### config.mk
export PLATFORM = sky130hd
export DESIGN_NAME = sadc_reader
export DESIGN_NICKNAME = d
export VERILOG_FILES = /design/src/rtl/sadc_pkg.sv /design/src/rtl/sadc_clkgen.sv /design/src/rtl/sadc_seq.sv /design/src/rtl/sadc_reader.sv
export SDC_FILE = /design/constraint.sdc
export NUM_CORES = 1
export LEC_CHECK = 0
export BUFFER_PORTS_ARGS = -buffer_cell sky130_fd_sc_hd__buf_2
export CAP_MARGIN = 20
export CORE_MARGIN = 5
export CORE_UTILIZATION = 25
export CTS_CLUSTER_DIAMETER = 40
export DETAILED_ROUTE_END_ITERATION = 7
export PLACE_DENSITY_LB_ADDON = 0.12
export SYNTH_ARGS = -nofsm -noshare
export SYNTH_HDL_FRONTEND = slang
export SYNTH_SLANG_ARGS = --single-unit
### constraint.sdc
create_clock -name clk -period 7.3 [get_ports clk]
set_clock_uncertainty 0.2 [all_clocks]
set_input_delay 1.46 -clock clk [delete_from_list [all_inputs] [get_ports clk]]
set_output_delay 1.46 -clock clk [all_outputs]
set_load 0.05 [all_outputs]
### src/rtl/sadc_pkg.sv
package sadc_pkg;

    localparam int unsigned DATA_W       = 12;
    localparam int unsigned LEAD_RISES   = 3;
    localparam int unsigned LEN_W        = $clog2(DATA_W + 1);
    localparam int unsigned FULL_RISES   = LEAD_RISES + DATA_W;
    localparam int unsigned VERIFY_RISES = FULL_RISES + DATA_W - 1;
    localparam int unsigned RC_W         = $clog2(VERIFY_RISES + 1);
    localparam int unsigned BIDX_W       = $clog2(DATA_W);

    typedef enum logic [1:0] {
        ST_IDLE,
        ST_RUN,
        ST_TAIL,
        ST_REST
    } seq_state_e;

    typedef struct packed {
        logic             verify;
        logic [LEN_W-1:0] n;
    } frame_cfg_t;

    function automatic logic [LEN_W-1:0] eff_len(input logic [LEN_W-1:0] req,
                                                  input logic verify);
        if (verify || req == '0 || req > LEN_W'(DATA_W))
            return LEN_W'(DATA_W);
        return req;
    endfunction

    function automatic logic [DATA_W-1:0] low_mask(input logic [LEN_W-1:0] n);
        return {DATA_W{1'b1}} >> n;
    endfunction

endpackage

### src/rtl/sadc_clkgen.sv
module sadc_clkgen #(
    parameter int unsigned DIV_W = 8
) (
    input  logic             clk,
    input  logic             rst,
    input  logic             run,
    input  logic [DIV_W-1:0] half_div,
    output logic             sclk_q,
    output logic             rise_now,
    output logic             fall_now
);

    logic [DIV_W-1:0] cnt;
    logic [DIV_W-1:0] hd;
    logic             tick;

    always_comb begin
        hd       = (half_div == '0) ? DIV_W'(1) : half_div;
        tick     = run && (cnt == hd - DIV_W'(1));
        rise_now = tick && !sclk_q;
        fall_now = tick && sclk_q;
    end

    always_ff @(posedge clk) begin
        if (rst || !run) begin
            cnt    <= '0;
            sclk_q <= 1'b0;
        end else if (tick) begin
            cnt    <= '0;
            sclk_q <= ~sclk_q;
        end else begin
            cnt    <= cnt + DIV_W'(1);
        end
    end

    // with a divider above one, a phase never lasts a single cycle
    p_min_phase_r2: assert property (@(posedge clk) disable iff (rst)
        (run && $past(run) && (sclk_q != $past(sclk_q)) && hd > DIV_W'(1))
        |=> (!run || $stable(sclk_q)));

    // the clock is parked low whenever it is not running
    p_park_low_r1: assert property (@(posedge clk) disable iff (rst)
        !run |=> !sclk_q);

endmodule

### src/rtl/sadc_seq.sv
module sadc_seq
    import sadc_pkg::*;
(
    input  logic              clk,
    input  logic              rst,
    input  logic              start,
    input  logic [LEN_W-1:0]  rd_len,
    input  logic              verify_in,
    input  logic              rise_now,
    input  logic              fall_now,
    input  logic              miso,
    output logic              clk_run,
    output logic              cs_active,
    output logic              done,
    output logic [DATA_W-1:0] result,
    output logic [LEN_W-1:0]  nbits,
    output logic              mismatch
);

    seq_state_e         st;
    frame_cfg_t         cfg;
    logic [RC_W-1:0]    rcnt;
    logic [RC_W-1:0]    k;
    logic [RC_W-1:0]    last;
    logic [DATA_W-1:0]  word;
    logic [DATA_W-2:0]  rep;
    logic [BIDX_W-1:0]  bit_idx;
    logic               in_word;
    logic               in_replay;

    always_comb begin
        k         = rcnt + RC_W'(1);
        last      = cfg.verify ? RC_W'(VERIFY_RISES)
                               : RC_W'(LEAD_RISES) + RC_W'(cfg.n);
        in_word   = (k > RC_W'(LEAD_RISES)) && (k <= RC_W'(FULL_RISES));
        in_replay = (k > RC_W'(FULL_RISES));
        bit_idx   = BIDX_W'(RC_W'(FULL_RISES) - k);
        clk_run   = (st != ST_IDLE);
        cs_active = (st == ST_RUN) || (st == ST_TAIL);
    end

    always_ff @(posedge clk) begin
        if (rst) begin
            st       <= ST_IDLE;
            cfg      <= '0;
            rcnt     <= '0;
            word     <= '0;
            rep      <= '0;
            done     <= 1'b0;
            result   <= '0;
            nbits    <= '0;
            mismatch <= 1'b0;
        end else begin
            done <= 1'b0;
            unique case (st)
                ST_IDLE: begin
                    if (start) begin
                        cfg.verify <= verify_in;
                        cfg.n      <= eff_len(rd_len, verify_in);
                        rcnt       <= '0;
                        word       <= '0;
                        rep        <= '0;
                        st         <= ST_RUN;
                    end
                end
                ST_RUN: begin
                    if (rise_now) begin
                        rcnt <= k;
                        if (in_word)
                            word[bit_idx] <= miso;
                        else if (in_replay)
                            rep <= {miso, rep[DATA_W-2:1]};
                        if (k == last)
                            st <= ST_TAIL;
                    end
                end
                ST_TAIL: begin
                    if (fall_now)
                        st <= ST_REST;
                end
                ST_REST: begin
                    if (fall_now) begin
                        st       <= ST_IDLE;
                        done     <= 1'b1;
                        result   <= word;
                        nbits    <= cfg.n;
                        mismatch <= cfg.verify && (rep != word[DATA_W-1:1]);
                    end
                end
                default: st <= ST_IDLE;
            endcase
        end
    end

    // the latched frame setup cannot change while a read is under way
    p_cfg_locked_r9: assert property (@(posedge clk) disable iff (rst)
        (st != ST_IDLE) |=> $stable(cfg));

    // the active length always lies in 1..DATA_W
    p_len_range_r5: assert property (@(posedge clk) disable iff (rst)
        (st != ST_IDLE) |-> (cfg.n >= LEN_W'(1) && cfg.n <= LEN_W'(DATA_W)));

    // the rising-edge count never passes the frame end
    p_no_overrun_r4: assert property (@(posedge clk) disable iff (rst)
        (st == ST_RUN) |-> (rcnt < last));

    // done is a single-cycle pulse
    p_done_pulse_r8: assert property (@(posedge clk) disable iff (rst)
        done |=> !done);

endmodule

### src/rtl/sadc_reader.sv
module sadc_reader
    import sadc_pkg::*;
#(
    parameter int unsigned DIV_W = 8
) (
    input  logic              clk,
    input  logic              rst,
    input  logic              start,
    input  logic [DIV_W-1:0]  half_div,
    input  logic [LEN_W-1:0]  rd_len,
    input  logic              verify_en,
    input  logic              adc_miso,
    output logic              adc_cs_n,
    output logic              adc_sclk,
    output logic              done,
    output logic [DATA_W-1:0] result,
    output logic [LEN_W-1:0]  nbits,
    output logic              mismatch
);

    logic clk_run;
    logic cs_active;
    logic sclk_q;
    logic rise_now;
    logic fall_now;

    sadc_clkgen #(.DIV_W(DIV_W)) u_clkgen (
        .clk      (clk),
        .rst      (rst),
        .run      (clk_run),
        .half_div (half_div),
        .sclk_q   (sclk_q),
        .rise_now (rise_now),
        .fall_now (fall_now)
    );

    sadc_seq u_seq (
        .clk       (clk),
        .rst       (rst),
        .start     (start),
        .rd_len    (rd_len),
        .verify_in (verify_en),
        .rise_now  (rise_now),
        .fall_now  (fall_now),
        .miso      (adc_miso),
        .clk_run   (clk_run),
        .cs_active (cs_active),
        .done      (done),
        .result    (result),
        .nbits     (nbits),
        .mismatch  (mismatch)
    );

    assign adc_cs_n = !cs_active;
    assign adc_sclk = sclk_q && cs_active;

    // with select high the data clock stays low
    p_quiet_link_r1: assert property (@(posedge clk) disable iff (rst)
        adc_cs_n |-> !adc_sclk);

    // bits below the valid count are zero in every reported word
    p_left_align_r5: assert property (@(posedge clk) disable iff (rst)
        done |-> ((result & low_mask(nbits)) == '0));

    // a reported mismatch only comes from a full-length read
    p_verify_full_r6: assert property (@(posedge clk) disable iff (rst)
        (done && mismatch) |-> (nbits == LEN_W'(DATA_W)));

    // select is high while the completion pulse is issued
    p_done_idle_r7: assert property (@(posedge clk) disable iff (rst)
        done |-> adc_cs_n);

endmodule

==> Flow_metrics.wiki <==
{| class="wikitable"
! Metric !! Value
|-
| Status || finished clean
|-
| Number of hold violations in the final report || 0
|-
| Largest driver fanout on the critical path || 11
|-
| Peak supply drop || 0.0000944 V
|-
| Vias per inst || 4.69
|-
| CTS tree || built
|-
| Initial core utilization || 25.6%
|-
| Clock tree buffer depth || 2
|-
| Final Net Count || 468
|-
| DRC violation total after the first TritonRoute iteration || 206
|-
| CTS H-tree depth || 3
|-
| Count of non-filler cells in the finished layout || 619
|-
| Total congestion overflow || 0
|-
| Share of flip-flops with an asynchronous set or reset || 0%
|-
| Max transition margin || 42.5%
|-
| Combinational share of power || 20.8%
|-
| Register bit count reported by yosys || 62
|-
| Lkg Pwr || 1.51 nW
|-
| Worst Path Class, Setup || in -> reg
|-
| Maximum single-stage delay on the critical path || 570 ps
|-
| Vias after detailed routing || 2904
|-
| Element type at the critical path start || input port
|-
| Final Routed Wirelength || 8.84 mm
|-
| Share of Yosys cell area claimed by the top area cell type || 36.3%
|-
| Required time at the endpoint of the critical path || 7280 ps
|-
| Sequence of cells on the critical path || buf_2, or4_4, nor2_1, a21oi_1, ha_1, and2_1, o21a_1, o31a_1, a211o_1, nor3b_4, o2111ai_2, mux2i_1
|-
| Layout Area Growth over Synthesis || 18.4%
|-
| Max-cap violations || 0
|-
| Total half-perimeter wirelength after legalization and detailed placement || 6.46 mm
|-
| Most frequent standard cell in the layout excluding fill and tap cells || sky130_fd_sc_hd__dfxtp_1
|-
| Synthesized-area fraction occupied by ao, oa, aoi and oai cells || 15.1%
|-
| # fillers || 1416
|-
| Warnings from Yosys || 0
|-
| Part of the Yosys area used for sequential elements || 36.3%
|-
| Clk Latency, worst-skew pair || 330 ps
|-
| Floorplan die height || 127 um
|-
| Antenna Nets Post-Route || 0
|-
| Clock Sink Count || 62
|-
| Min-Delay Path Depth || 2
|-
| Post-synth EDFFs || 0
|-
| Fraction of final layout cells with drive strength greater than 1 || 13.5%
|-
| Placed insts || 603
|-
| Placeable core region || 0.0133 mm2
|-
| Clock-pin slew of the registers on the worst-case setup and hold paths || 60 ps
|-
| Share of total power consumed by net switching || 31.6%
|-
| Post-Synth XOR/XNOR Area || 7.68%
|-
| Switching power || 0.314 mW
|-
| Cell-internal power || 0.680 mW
|-
| Min cycle time layout || 4800 ps
|-
| Register share of total power || 37.2%
|-
| Average instance area after synthesis || 8.41 um2
|-
| Top library cells by usage in the layout, fill and taps aside || sky130_fd_sc_hd__dfxtp_1 (62), sky130_fd_sc_hd__nand2_1 (47), sky130_fd_sc_hd__nor2_1 (43)
|-
| Buffers & Inverters on Critical Path || 1
|-
| Average wire per standard cell || 14.3 um
|-
| Number of inserted diodes || 0
|-
| Number of top-level design ports || 37
|-
| Worst Reg-to-Reg Cells || 8
|-
| Kind of path behind the tightest hold check || reg -> reg
|-
| Area enclosed by the die boundary || 0.0161 mm2
|-
| Count of cell types in the netlist || 52
|-
| Number of detailed-route iterations in the first pass || 4
|-
| Simple-Gate Fraction of Synth Area || 21.9%
|-
| Multi-input gate area in the final layout || 0.00204 mm2
|-
| Power per standard cell area || 245 mW/mm2
|-
| Quantity of I/O buffers inserted on ports || 36
|-
| Data arrival time of the critical path || 4780 ps
|-
| First-pass GRT wire length || 14.9 mm
|-
| Setup TNS || 0 ps
|-
| Clock power frac || 42.0%
|-
| Unrepaired setup endpoints after global routing || no
|-
| Final setup violation count || 0
|-
| Chip Width || 127 um
|-
| Ys flop type || sky130_fd_sc_hd__dfxtp_1
|-
| Net count after synthesis || 437
|-
| Root buffer cell || sky130_fd_sc_hd__clkbuf_16
|-
| Global-route usage over all layers || 11.5%
|-
| Largest net degree at the start of global routing || 32
|-
| Hold-fix buffers, CTS || 0
|-
| Adder and majority cell fraction of the synthesized area || 4.75%
|-
| Share of synthesized area spent on multiplexers || 9.98%
|-
| Number of global-route vias before repair || 2848
|-
| Largest family of logic cells by synthesized area || simple AND/OR/NAND/NOR gates
|-
| Fin. max-slew vios || 0
|-
| Number of cells on the critical path || 12
|-
| Slowest stage cell, crit path || sky130_fd_sc_hd__o2111ai_2
|-
| Transition time at the pin with the least slew margin || 862 ps
|-
| Dominant cells by area after synthesis || sky130_fd_sc_hd__dfxtp_1 (36%), sky130_fd_sc_hd__mux2i_1 (9.7%), sky130_fd_sc_hd__nand2_1 (5.2%), sky130_fd_sc_hd__xnor2_1 (4.9%), sky130_fd_sc_hd__ha_1 (4.8%)
|-
| Final period utilization || 65.7%
|-
| Cell row count || 42
|-
| Number of instances in the synthesized netlist || 407
|-
| # resized after CTS || 0
|-
| Setup Buffers After CTS || 0
|-
| Inserted Clock Buffers || 9
|-
| Biggest area consumer among synthesized cells || sky130_fd_sc_hd__dfxtp_1
|-
| DRC viols || 0
|-
| Netlist area before placement || 0.00342 mm2
|-
| Combined flip-flop and latch cell area || 0.00124 mm2
|-
| Capturing element type of the critical path || flip-flop
|-
| Number of antenna violations at the first check in global routing || 0
|-
| Cell family with most CP delay || compound AO/OA/AOI/OAI gates
|-
| Max Clk Rate || 208 MHz
|-
| GPL Wtd Cong || 0.811
|}
[state kept, by name, summed over array words and instances, names as in the netlist]
signal and flops:
u_seq.result 12, u_seq.cfg 5, u_clkgen.sclk_q 1, u_seq.nbits 4, u_seq.rep 11, u_seq.mismatch 1
u_seq.done 1, u_seq.word 12, u_seq.rcnt 5, u_clkgen.cnt 8, u_seq.st 2
[through the flow]
step	worst slack, ps	hold WS [ps]	util (%)	area (um2)	power (mW)
finish	2500	275	30.4	4050	0.993
global route	2250	307	30.4	4050	1.05
CTS	2490	283	30.4	4050	1.01
detailed placement	2140	274	28.2	3760	0.586
global placement	2230	263	28.2	3760	0.587
floorplan	2900	251	-	3420	0.528
[cell usage after synthesis, types with 6 or more instances]
library cell	instances
sky130_fd_sc_hd__nor2_1	43
sky130_fd_sc_hd__nor3_1	6
sky130_fd_sc_hd__nor4_1	6
sky130_fd_sc_hd__dfxtp_1	62
sky130_fd_sc_hd__ha_1	13
sky130_fd_sc_hd__inv_1	16
sky130_fd_sc_hd__o21ai_0	20
sky130_fd_sc_hd__o211ai_1	10
sky130_fd_sc_hd__xor2_1	11
sky130_fd_sc_hd__mux2i_1	33
sky130_fd_sc_hd__a21oi_1	17
sky130_fd_sc_hd__nand2_1	47
sky130_fd_sc_hd__nand4_1	7
sky130_fd_sc_hd__xnor2_1	19
sky130_fd_sc_hd__clkbuf_1	15
sky130_fd_sc_hd__nand3_1	17
[path summary, 6_finish.rpt]
check	from	endpoint	slack [ps]
hold / removal	u_seq.mismatch	u_seq.mismatch	280
setup / recovery	half_div[3]	u_seq.rep[2]	2500
hold reg to reg	u_seq.mismatch	u_seq.mismatch	280
setup reg to reg	u_seq.rcnt[0]	u_seq.word[3]	4090
[power by group through the flow]
stage | sequential [mW] | combinational [mW] | clock [mW]
finish | 0.369 | 0.207 | 0.417
global route | 0.372 | 0.235 | 0.445
CTS | 0.370 | 0.209 | 0.434
detailed placement | 0.377 | 0.209 | 0
global placement | 0.377 | 0.209 | 0
floorplan | 0.370 | 0.158 | 0
[layout make-up]
class | count | area share [%]
inverter | 17 | 1.58
sequential | 62 | 30.6
tap | 176 | 5.44
clock inverter | 6 | 1.54
multi-input combinational | 310 | 50.3
clock buffer | 10 | 5.65
timing repair buffer | 38 | 4.82
[logic make-up (layout without fill, tap and decap cells)]
| kind of cell | after synthesis | count (layout) |
|---|---|---|
| adders and majority gates | 13 | 13 |
| and+or+nand+nor | 155 | 155 |
| buffers and inverters | 35 | 71 |
| AOI/OAI and AO/OA | 78 | 78 |
| muxes | 34 | 34 |
| DFF | 62 | 62 |
| xor gates and xnor gates | 30 | 30 |
[tightest hold or removal path: stages (launching register included)]
cell and delay (ps):
sky130_fd_sc_hd__dfxtp_1 310, sky130_fd_sc_hd__nand2b_1 60, sky130_fd_sc_hd__a21oi_1 50
[metal layers]
layer | vias up | wire (um) | GRT usage [%]
met3 | 10 | 300 | 2.75
met1 | 1347 | 4690 | 16.2
met2 | 48 | 3690 | 16.6
met4 | 0 | 170 | 5.17
li1 | 1499 | - | -
met5 | - | 0 | 0
No activity file was read; power rests on OpenSTA's default activity.
